--- src/rtl/gpr_pkg.sv ---
// Shared definitions for the aliased register file.
// Assumes the view code is two bits wide and fixed, since the core decodes it.
package gpr_pkg;

    typedef enum logic [1:0] {
        VIEW_DWORD = 2'b00,
        VIEW_WORD  = 2'b01,
        VIEW_LOW   = 2'b10,
        VIEW_HIGH  = 2'b11
    } view_e;

    localparam int BYTE_W = 8;

endpackage

--- src/rtl/gpr_view_decode.sv ---
// Turns a register index and view code into byte-lane enables, the bit offset
// of the field and a legality flag.
// Assumes DATA_W is a multiple of 8 and at least 16. Byte views exist only
// below BYTE_VIEW_REGS. An illegal view yields no lanes at all.
module gpr_view_decode
    import gpr_pkg::*;
#(
    parameter int NUM_REGS       = 8,
    parameter int DATA_W         = 32,
    parameter int BYTE_VIEW_REGS = 4,
    localparam int IDX_W   = $clog2(NUM_REGS),
    localparam int LANES   = DATA_W / BYTE_W,
    localparam int SHIFT_W = $clog2(DATA_W)
) (
    input  logic [IDX_W-1:0]   idx,
    input  view_e              view,
    output logic [LANES-1:0]   lane_mask,
    output logic [SHIFT_W-1:0] shift,
    output logic               legal
);

    // Select the lanes and the field offset for the requested view.
    always_comb begin
        lane_mask = '0;
        shift     = '0;
        legal     = 1'b1;
        case (view)
            VIEW_DWORD: lane_mask = '1;
            VIEW_WORD:  lane_mask = LANES'(2'b11);
            VIEW_LOW:   lane_mask = LANES'(2'b01);
            VIEW_HIGH: begin
                lane_mask = LANES'(2'b10);
                shift     = SHIFT_W'(BYTE_W);
                legal     = (int'(idx) < BYTE_VIEW_REGS);
            end
            default:    lane_mask = '0;
        endcase
        if (!legal) begin
            lane_mask = '0;
        end
    end

endmodule

--- src/rtl/gpr_lane_bank.sv ---
// Storage for the general-purpose registers, written one byte lane at a time.
// Assumes the write data arrives already shifted into lane position and the
// lane mask comes from a view decoder. The whole array is visible for
// combinational reads, so the old value is seen until the clock edge.
module gpr_lane_bank
    import gpr_pkg::*;
#(
    parameter int NUM_REGS = 8,
    parameter int DATA_W   = 32,
    localparam int IDX_W   = $clog2(NUM_REGS),
    localparam int LANES   = DATA_W / BYTE_W
) (
    input  logic                               clk,
    input  logic                               rst_n,
    input  logic                               wr_en,
    input  logic [IDX_W-1:0]                   wr_idx,
    input  logic [LANES-1:0]                   wr_lanes,
    input  logic [DATA_W-1:0]                  wr_aligned,
    output logic [NUM_REGS-1:0][DATA_W-1:0]    regs_q
);

    logic [NUM_REGS-1:0][LANES-1:0] lane_we;

    // Combine the strobe, the register select and the lane mask per byte.
    always_comb begin
        for (int r = 0; r < NUM_REGS; r++) begin
            lane_we[r] = (wr_en && (int'(wr_idx) == r)) ? wr_lanes : '0;
        end
    end

    // Clear on reset, otherwise update only the enabled bytes.
    always_ff @(posedge clk) begin
        if (!rst_n) begin
            regs_q <= '0;
        end else begin
            for (int r = 0; r < NUM_REGS; r++) begin
                for (int l = 0; l < LANES; l++) begin
                    if (lane_we[r][l]) begin
                        regs_q[r][l*BYTE_W +: BYTE_W] <= wr_aligned[l*BYTE_W +: BYTE_W];
                    end
                end
            end
        end
    end

    AST_RESET_CLEARS: assert property (@(posedge clk) disable iff (!rst_n)
        !$past(rst_n) |-> (regs_q == '0)) else $error("registers not clear after reset");

    for (genvar gr = 0; gr < NUM_REGS; gr++) begin : g_reg_chk
        for (genvar gl = 0; gl < LANES; gl++) begin : g_lane_chk
            AST_LANE_HOLD: assert property (@(posedge clk) disable iff (!rst_n)
                !lane_we[gr][gl] |=> $stable(regs_q[gr][gl*BYTE_W +: BYTE_W]))
                else $error("byte lane changed without enable");
        end
    end

endmodule

--- src/rtl/gpr_read_port.sv ---
// One read port: selects a register and extracts the requested view,
// right-aligned and zero-extended.
// Assumes the register array comes straight from storage, so the data follows
// the stored state with no bypass. An illegal view returns zero and raises err.
module gpr_read_port
    import gpr_pkg::*;
#(
    parameter int NUM_REGS       = 8,
    parameter int DATA_W         = 32,
    parameter int BYTE_VIEW_REGS = 4,
    localparam int IDX_W   = $clog2(NUM_REGS),
    localparam int LANES   = DATA_W / BYTE_W,
    localparam int SHIFT_W = $clog2(DATA_W)
) (
    input  logic                            clk,
    input  logic                            rst_n,
    input  logic [NUM_REGS-1:0][DATA_W-1:0] regs,
    input  logic [IDX_W-1:0]                rd_idx,
    input  logic [1:0]                      rd_view,
    output logic [DATA_W-1:0]               rd_data,
    output logic                            rd_err
);

    logic [LANES-1:0]   lane_mask;
    logic [SHIFT_W-1:0] shift;
    logic               legal;
    logic [DATA_W-1:0]  bit_mask;

    gpr_view_decode #(
        .NUM_REGS       (NUM_REGS),
        .DATA_W         (DATA_W),
        .BYTE_VIEW_REGS (BYTE_VIEW_REGS)
    ) u_dec (
        .idx       (rd_idx),
        .view      (view_e'(rd_view)),
        .lane_mask (lane_mask),
        .shift     (shift),
        .legal     (legal)
    );

    // Widen the lane mask to bits, then mask and right-align the field.
    always_comb begin
        for (int l = 0; l < LANES; l++) begin
            bit_mask[l*BYTE_W +: BYTE_W] = {BYTE_W{lane_mask[l]}};
        end
        rd_data = (regs[rd_idx] & bit_mask) >> shift;
        rd_err  = !legal;
    end

    AST_NARROW_ZERO_EXT: assert property (@(posedge clk) disable iff (!rst_n)
        (rd_view != 2'b00) |-> (rd_data[DATA_W-1:16] == '0)) else $error("word view not zero-extended");
    AST_BYTE_ZERO_EXT: assert property (@(posedge clk) disable iff (!rst_n)
        rd_view[1] |-> (rd_data[DATA_W-1:BYTE_W] == '0)) else $error("byte view not zero-extended");
    AST_BAD_READ_ZERO: assert property (@(posedge clk) disable iff (!rst_n)
        rd_err |-> (rd_data == '0)) else $error("illegal read returned data");

endmodule

--- src/rtl/gpr_alias_file.sv ---
// Register file with aliased narrow views: one write port, two read ports.
// Assumes views are coded 00 dword, 01 word, 10 low byte, 11 high byte, and
// that the high byte exists only on the first BYTE_VIEW_REGS registers.
// Narrow writes merge into the full register. Reads see the pre-write value.
module gpr_alias_file
    import gpr_pkg::*;
#(
    parameter int NUM_REGS       = 8,
    parameter int DATA_W         = 32,
    parameter int BYTE_VIEW_REGS = 4,
    localparam int IDX_W   = $clog2(NUM_REGS),
    localparam int LANES   = DATA_W / BYTE_W,
    localparam int SHIFT_W = $clog2(DATA_W),
    localparam int NUM_RD  = 2
) (
    input  logic              clk,
    input  logic              rst_n,
    input  logic              wr_en,
    input  logic [IDX_W-1:0]  wr_idx,
    input  logic [1:0]        wr_view,
    input  logic [DATA_W-1:0] wr_data,
    output logic              wr_err,
    input  logic [IDX_W-1:0]  rd0_idx,
    input  logic [1:0]        rd0_view,
    output logic [DATA_W-1:0] rd0_data,
    output logic              rd0_err,
    input  logic [IDX_W-1:0]  rd1_idx,
    input  logic [1:0]        rd1_view,
    output logic [DATA_W-1:0] rd1_data,
    output logic              rd1_err
);

    logic [LANES-1:0]               wr_lanes;
    logic [SHIFT_W-1:0]             wr_shift;
    logic                           wr_legal;
    logic [DATA_W-1:0]              wr_aligned;
    logic [NUM_REGS-1:0][DATA_W-1:0] regs_q;

    logic [NUM_RD-1:0][IDX_W-1:0]   rd_idx_a;
    logic [NUM_RD-1:0][1:0]         rd_view_a;
    logic [NUM_RD-1:0][DATA_W-1:0]  rd_data_a;
    logic [NUM_RD-1:0]              rd_err_a;

    gpr_view_decode #(
        .NUM_REGS       (NUM_REGS),
        .DATA_W         (DATA_W),
        .BYTE_VIEW_REGS (BYTE_VIEW_REGS)
    ) u_wr_dec (
        .idx       (wr_idx),
        .view      (view_e'(wr_view)),
        .lane_mask (wr_lanes),
        .shift     (wr_shift),
        .legal     (wr_legal)
    );

    // Move right-aligned write data into lane position and flag illegal writes.
    always_comb begin
        wr_aligned = wr_data << wr_shift;
        wr_err     = wr_en && !wr_legal;
    end

    gpr_lane_bank #(
        .NUM_REGS (NUM_REGS),
        .DATA_W   (DATA_W)
    ) u_bank (
        .clk        (clk),
        .rst_n      (rst_n),
        .wr_en      (wr_en),
        .wr_idx     (wr_idx),
        .wr_lanes   (wr_lanes),
        .wr_aligned (wr_aligned),
        .regs_q     (regs_q)
    );

    // Gather the read port pins into arrays for the replicated port logic.
    always_comb begin
        rd_idx_a[0]  = rd0_idx;
        rd_view_a[0] = rd0_view;
        rd_idx_a[1]  = rd1_idx;
        rd_view_a[1] = rd1_view;
        rd0_data     = rd_data_a[0];
        rd0_err      = rd_err_a[0];
        rd1_data     = rd_data_a[1];
        rd1_err      = rd_err_a[1];
    end

    for (genvar p = 0; p < NUM_RD; p++) begin : g_rd
        gpr_read_port #(
            .NUM_REGS       (NUM_REGS),
            .DATA_W         (DATA_W),
            .BYTE_VIEW_REGS (BYTE_VIEW_REGS)
        ) u_port (
            .clk     (clk),
            .rst_n   (rst_n),
            .regs    (regs_q),
            .rd_idx  (rd_idx_a[p]),
            .rd_view (rd_view_a[p]),
            .rd_data (rd_data_a[p]),
            .rd_err  (rd_err_a[p])
        );
    end

    AST_DWORD_WRITE_LANDS: assert property (@(posedge clk) disable iff (!rst_n)
        (wr_en && wr_view == 2'b00) |=> (regs_q[$past(wr_idx)] == $past(wr_data)))
        else $error("dword write not stored");
    AST_BAD_WRITE_DROPPED: assert property (@(posedge clk) disable iff (!rst_n)
        wr_err |=> (regs_q == $past(regs_q))) else $error("illegal write changed state");
    AST_LOW_BYTE_ONLY: assert property (@(posedge clk) disable iff (!rst_n)
        (wr_en && wr_view == 2'b10) |=>
        (regs_q[$past(wr_idx)][DATA_W-1:BYTE_W] == $past(regs_q[wr_idx][DATA_W-1:BYTE_W])))
        else $error("low byte write touched upper bits");

endmodule

--- config.mk ---
export PLATFORM = sky130hd
export DESIGN_NAME = gpr_alias_file
export DESIGN_NICKNAME = d
export VERILOG_FILES = /design/src/rtl/gpr_pkg.sv /design/src/rtl/gpr_view_decode.sv /design/src/rtl/gpr_lane_bank.sv /design/src/rtl/gpr_read_port.sv /design/src/rtl/gpr_alias_file.sv
export SDC_FILE = /design/constraint.sdc
export NUM_CORES = 1
export LEC_CHECK = 0
export BUFFER_PORTS_ARGS = -buffer_cell sky130_fd_sc_hd__buf_2
export CORE_ASPECT_RATIO = 0.9
export CORE_MARGIN = 2
export CORE_UTILIZATION = 23
export CTS_BUF_LIST = sky130_fd_sc_hd__clkbuf_8
export CTS_CLUSTER_DIAMETER = 200
export DETAILED_ROUTE_END_ITERATION = 10
export GPL_ROUTABILITY_DRIVEN = 0
export GPL_TIMING_DRIVEN = 0
export SLEW_MARGIN = 20
export SYNTH_ARGS = -nofsm -noshare
export SYNTH_HDL_FRONTEND = slang
export SYNTH_HIERARCHICAL = 1
export SYNTH_SLANG_ARGS = --single-unit
--- constraint.sdc ---
create_clock -name clk -period 4.2 [get_ports clk]
set_input_delay 0.63 -clock clk [delete_from_list [all_inputs] [get_ports clk]]
set_output_delay 0.63 -clock clk [all_outputs]
set_load 0.1 [all_outputs]
==> metrics.md, run 1 <==
| Metric | Value |
|---|---|
| Status | `completed` |
| Total GRT Usage | `between 10% and 20%` |
| Slowest Stage Delay on Critical Path | `just over 0.5 ns` |
| Clock Path Buffers | `3` |
| Non-Filler Instances | `3405` |
| Antenna violations before repair | `3` |
| Adder-cell share of the synthesized area | `0%` |
| CTS Sinks | `256` |
| Pre-Repair DR Iteration Count | `6` |
| Avg Vias per Cell | `5.522` |
| Remaining global-route overflow | `0` |
| Area grow syn2layout | `17.41%` |
| Number of buffers created by CTS | `42` |
| Slew margin rel. | `22.69%` |
| Most frequent cell after synthesis | `nand2_1` |
| Tot Pwr | `6.238 mW` |
| Vias in the first global route | `approximately 18000` |
| Top post-synthesis cells by count | `nand2_1, mux2i_1, dfxtp_1, nor2_1, mux4_2` |
| First-pass GRT wire length | `113500 µm` |
| Die height | `approximately 280 µm` |
| Biggest register | `u_bank/regs_q` |
| Hold crit path type | `flip-flop to flip-flop` |
| Final core occ | `a little over a quarter` |
| Worst Path Arrival | `~3.6 ns` |
| Worst path bufs/invs | `5` |
| CP Max Fanout | `10` |
| Iter 0 DRT Violations | `2606` |
| Post-Synthesis Cell Area | `19290 µm²` |
| Fmax | `0.2387 GHz` |
| Post-DP HPWL | `57110 µm` |
| Worst path most repeated cell | `buf_2` |
| Top Registers | `u_bank/regs_q x256` |
| # setup viols final | `0` |
| Hold Buf Count CTS | `0` |
| Startpoint Class | `input pin` |
| Main combinational cell family by area after synthesis | `multiplexers` |
| Synth area leader | `dfxtp_1` |
| Worst slack at placement | `-0.8280 ns` |
| Max Transition Viols Final | `0` |
| Num ports | `roughly 120` |
| RSZ-0062 raised after global routing | `true` |
| Worst EP required | `3.57 ns` |
| Peak supply drop | `between 0.15 and 0.2 mV` |
| Fin worst setup slack | `0.009985 ns` |
| Max Clock Skew | `0 ns` |
| Clock Latency Late Sink | `0.58 ns` |
| Initial Util | `23.29%` |
| Endpoint class of the critical path | `output port` |
| Fin crit share | `between 90% and 100%` |
| Die area | `~86000 µm²` |
| Row count | `100` |
| Root buffer cell | `clkbuf_8` |
| CP Class | `input pin to output port` |
| Ys async rst share | `0%` |
| Pwr Density | `275.5 nW/µm²` |
| Synth Area in Compound Gates | `a little over an eighth` |
| Post-Synth XOR/XNOR Area | `0%` |
| Reg clk slew, reported paths | `roughly 0.06 ns` |
| Largest net degree at the start of global routing | `12` |
| Routed WL | `77120 µm` |
| Final Hold Vio Count | `0` |
| TritonCTS clock tree | `done` |
| DR WL met2 | `approximately 32000 µm` |
| CP Cell Sequence | `buf_6 -> buf_12 -> buf_2 -> buf_4 -> mux2i_1 -> o22ai_1 -> or3_1 -> o211ai_1 -> o22ai_2 -> buf_2` |
| Post-DRT Antenna Nets | `0` |
| Delay-heaviest family, CP | `buffers and inverters` |
| Number of instances in the placed design | `3325` |
| Synth top area share | `26.57%` |
| Die Wd | `309.3 µm` |
| Layout cells sized above 1 | `23.81%` |
| Post-Synthesis Cells | `2082` |
| Met3 routed WL | `9508 µm` |
| Mux cell area share after synthesis | `approximately 37%` |
| Area occupied by registers | `5125 µm²` |
| Avg Cell Area, Syn | `9.264 µm²` |
| # H-tree levels | `2` |
| YS warnings | `6` |
| Area occupied by multi-input gates | `13560 µm²` |
| Top cells by area, synth | `dfxtp_1, mux2i_1, mux4_2` |
| DR top layer | `met5` |
| Flops & latches, synth | `roughly 260` |
| Hold slack | `0.4674 ns` |
| Worst-Margin Slew | `1.127 ns` |
| Via count of the routed design | `~19000` |
| Layout net count | `about 2300` |
| PortBufs | `112` |
| Max reg flops | `between 200 and 300` |
| Post-synth EDFFs | `0` |
| CP max stage cell | `mux2i_1` |
| Fillers | `between 8000 and 9000` |
| M1 WL | `33430 µm` |
| WL/cell | `approximately 23 µm` |
| MaxCap Viol Count | `0` |
| Post-synth cell types | `84` |
| Seq/Total Area, Yosys | `26.57%` |
| Reg2reg setup slack | `roughly 3.5 ns` |
| Ys flop type | `dfxtp_1` |
| Leakage power | `between 8 and 9 nW` |
| Post-layout minimum cycle time | `4.190 ns` |
| Final routed DRC violation total | `0` |
| Core area | `82830 µm²` |
| Simple-gate portion of the synthesized area | `17.36%` |
[cell usage in the layout (no fill, tap or decap), types with 19 or more instances in the layout]
master	synthesis	routed
nand2_1	400	397
mux2i_1	339	321
dfxtp_1	256	256
nor2_1	129	129
mux4_2	128	128
buf_2	30	117
clkbuf_1	85	85
clkbuf_8	0	55
inv_1	30	46
mux2_2	45	45
buf_4	29	42
o21ai_0	43	39
o22ai_1	36	34
a22oi_1	33	33
a21oi_1	35	33
nor3_1	29	29
a211oi_1	41	26
nor2b_1	24	24
nand3_1	23	23
o211ai_1	21	21
and2_1	21	21
nor2_2	21	21
buf_6	11	19
nand2b_1	19	19
[layout make-up]
cell class | count | share of cell area, %
clock buffers | 55 | 3.343
clock inverters | 21 | 0.4144
well taps | 1122 | 6.199
multi-input cells | 1637 | 59.90
diodes | 2 | 0.02210
flip-flops and latches | 256 | 22.63
plain buffers | 166 | 4.315
repair buffers | 114 | 2.652
inverters | 32 | 0.5304
[routing by layer]
| metal | vias up | GRT usage (%) |
|---|---|---|
| met4 | 4 | 5.390 |
| met5 | - | 0 |
| met3 | 173 | 3.636 |
| met1 | 9323 | 25.27 |
| met2 | 1223 | 24.93 |
| li1 | 8081 | - |
[path summary, 6_finish.rpt]
path	startpoint	end	cells after the start
setup reg to reg	u_bank/regs_q[103]$_SDFFE_PN0P_	u_bank/regs_q[103]$_SDFFE_PN0P_	2
hold / removal	u_bank/regs_q[20]$_SDFFE_PN0P_	u_bank/regs_q[20]$_SDFFE_PN0P_	2
hold reg to reg	u_bank/regs_q[20]$_SDFFE_PN0P_	u_bank/regs_q[20]$_SDFFE_PN0P_	2
setup / recovery	rd0_idx[1]	rd0_data[15]	10
[cells by family after synthesis]
family,Yosys count
multiplexers,533
buffers and inverters,198
AND/OR/NAND/NOR,741
other,3
AO/OA/AOI/OAI,351
flip-flops,256
[report_power, final]
group | internal [mW] | switching, mW | leakage [nW]
registers | 2.45 | 0.0135 | 2.06
logic | 0.448 | 1.07 | 5.80
clock network | 1.17 | 1.09 | 0.493
[through the flow]
step                   TNS [ns]  instance area (µm²)
floorplan                     0                19420
global placement         -10.73                21380
detailed placement       -10.12                21380
CTS                 -0.00005063                22460
global route          -0.008773                22640
finish                        0                22650
[tightest hold or removal path, cell delays in order (launching register included)]
cell	delay, ns
dfxtp_1	0.31
nand2_1	0.05
mux2i_1	0.05
[repair_timing]
| action | CTS | global route |
|---|---|---|
| gates resized for setup | 52 | 41 |
| endpoints found under the setup margin | 31 | 30 |
| setup buffers | 0 | 2 |
| pin swaps | 0 | 0 |
No activity file was read; power rests on OpenSTA's default activity.
==> run 2, diff against run 1 <==
--- a/config.mk
+++ b/config.mk
@@ -14,6 +14,7 @@
 export DETAILED_ROUTE_END_ITERATION = 10
 export GPL_ROUTABILITY_DRIVEN = 0
 export GPL_TIMING_DRIVEN = 0
+export REMOVE_ABC_BUFFERS = 1
 export SLEW_MARGIN = 20
 export SYNTH_ARGS = -nofsm -noshare
 export SYNTH_HDL_FRONTEND = slang
==> metrics.md, run 2 (synthesis gave the netlist of run 1 again) <==
| Metric | Value |
|---|---|
| Area occupied by multi-input gates | `13440 µm²` |
| Fmax | `0.2302 GHz` |
| Area grow syn2layout | `14.55%` |
| Num ports | `117` |
| Fin crit share | `103.4%` |
| RSZ-0062 raised after global routing | `true` |
| Number of buffers created by CTS | `46` |
| Pre-Repair DR Iteration Count | `6` |
| Non-Filler Instances | `3262` |
| Status | `complete, but fails checks` |
| Tot Pwr | `about 6.3 mW` |
| Clock Path Buffers | `3` |
| Initial Util | `23.29%` |
| Post-layout minimum cycle time | `between 4 and 5 ns` |
| Routed WL | `68760 µm` |
| CP Class | `input pin to output port` |
| Area occupied by registers | `5125 µm²` |
| Layout cells sized above 1 | `22.58%` |
| Fillers | `8889` |
| Final routed DRC violation total | `0` |
| Max reg flops | `between 200 and 300` |
| Gate power share | `22.1%` |
| Top Registers | `u_bank/regs_q x256` |
| Fin worst setup slack | `-0.1432 ns` |
| Startpoint Class | `input pin` |
| Leakage power | `roughly 8 nW` |
| Clock Latency Late Sink | `0.57 ns` |
| Failing checks | `negative setup slack` |
| Antenna violations before repair | `5` |
| Row count | `100` |
| Clk pwr share | `38.8%` |
| Leading cell type in the layout, fill and taps excluded | `nand2_1` |
| Post-DRT Antenna Nets | `0` |
| Slew margin rel. | `between 30% and 40%` |
| Layout net count | `2160` |
| Die Wd | `309.3 µm` |
| Psw | `between 2 and 2.5 mW` |
| Max Transition Viols Final | `0` |
| MaxCap Viol Count | `0` |
| # H-tree levels | `2` |
| Total GRT Usage | `15.28%` |
| Max Clock Skew | `0 ns` |
| Root buffer cell | `clkbuf_8` |
| Worst EP required | `3.57 ns` |
| Iter 0 DRT Violations | `2122` |
| Hold slack | `0.4395 ns` |
| Commonest non-fill, non-tap cells in the layout | `nand2_1, mux2i_1, dfxtp_1` |
| Biggest register | `u_bank/regs_q` |
| PortBufs | `116` |
| CTS Sinks | `256` |
| TritonCTS clock tree | `done` |
| Pwr Density | `285.0 nW/µm²` |
| Internal power | `4.236 mW` |
| Via count of the routed design | `17290` |
| Hold Buf Count CTS | `0` |
| Avg Vias per Cell | `5.300` |
| Post-DP HPWL | `49010 µm` |
| Endpoint class of the critical path | `output port` |
| Core area | `a little over 80000 µm²` |
| Largest net degree at the start of global routing | `130` |
| Final Hold Vio Count | `0` |
| Worst slack at placement | `-0.4999 ns` |
| Sw Ratio | `32.73%` |
| First-pass GRT wire length | `102300 µm` |
| CP Max Fanout | `32` |
| Worst-Margin Slew | `0.9256 ns` |
| Hold crit path type | `input pin to flip-flop` |
| Vias in the first global route | `15880` |
| Number of instances in the placed design | `~3200` |
| Reg clk slew, reported paths | `roughly 0.06 ns` |
| Seq pwr share | `39.1%` |
| Die height | `278.7 µm` |
| WL/cell | `roughly 21 µm` |
| # setup viols final | `2` |
| Remaining global-route overflow | `0` |
| Peak supply drop | `0.1473 mV` |
| Worst Path Arrival | `3.71 ns` |
| Die area | `approximately 86000 µm²` |
-- run 2: cell count changes in the layout (fill, tap and decap cells not counted), sizes merged --
| cell | delta |
|---|---|
| buf | -57 |
| clkbuf | -82 |
| diode | -1 |
| inv | -5 |
| bufinv | +2 |
-- run 2: worst max-delay path, stage by stage --
cell     delay [ns]
buf_6          0.32
buf_12         0.28
mux4_2         0.36
mux2i_2        0.42
mux2i_1        0.18
nand3_1        0.13
o21ai_0        0.11
o21ai_0        0.27
nand4_1        0.54
buf_6          0.40
-- run 2: worst paths after layout --
path                                                      start                              end  slack, ns  depth (start not counted)
worst min register to register  u_bank/regs_q[112]$_SDFFE_PN0P_  u_bank/regs_q[112]$_SDFFE_PN0P_       0.47                          2
worst max register to register  u_bank/regs_q[106]$_SDFFE_PN0P_  u_bank/regs_q[106]$_SDFFE_PN0P_       3.54                          2
worst max-delay path                                 rd0_idx[2]                      rd0_data[2]      -0.14                         10
worst min-delay path                                      rst_n   u_bank/regs_q[65]$_SDFFE_PN0P_       0.44                          3
-- run 2: final cells by class --
class / count / area share [%]
Tap cell: 1122 / 6.354
Multi-Input combinational cell: 1637 / 60.85
Inverter: 32 / 0.5776
Clock buffer: 59 / 3.675
Clock inverter: 18 / 0.6116
Sequential cell: 256 / 23.20
Timing Repair Buffer: 137 / 4.728
Antenna cell: 1 / 0.01133
-- run 2: per-stage QoR --
| step | area [µm²] | setup TNS (ns) | utilization [%] |
|---|---|---|---|
| 2_1_floorplan | 18420 | -10.52 | - |
| 3_3_place_gp | 20400 | -505.38 | 24.63 |
| 3_5_place_dp | 20690 | -8.644 | 24.98 |
| 4_1_cts | 21860 | 0 | 26.39 |
| 5_1_grt | 22090 | -0.1828 | 26.68 |
| 6_report | 22090 | -0.1525 | 26.68 |
-- run 2: routing by layer --
layer / share of wire [%] / vias up / routed length (µm) / GRT usage, %
li1: - / 7801 / - / -
met2: 40 / 882 / 27540 / 21.01
met3: 12 / 108 / 7915 / 3.833
met4: 1.4 / 8 / 979 / 2.651
met5: 0.074 / - / 51 / 0
met1: 47 / 8491 / 32270 / 23.73
-- run 2: power by group through the flow --
stage | clock network (mW) | registers, mW | logic (mW)
final | 2.44 | 2.46 | 1.39
after detailed placement | 0 | 2.51 | 1.29
after global routing | 2.62 | 2.46 | 1.46
after CTS | 2.49 | 2.46 | 1.31
after global placement | 0 | 2.51 | 1.27
after floorplan | 0 | 2.51 | 0.850
-- run 2: what timing repair did --
| item | CTS | global route |
|---|---|---|
| pin swaps | 0 | 2 |
| buffers inserted | 2 | 4 |
| cloned | 0 | 2 |
| resized for setup | 43 | 31 |
| endpoints found under the setup margin | 38 | 36 |
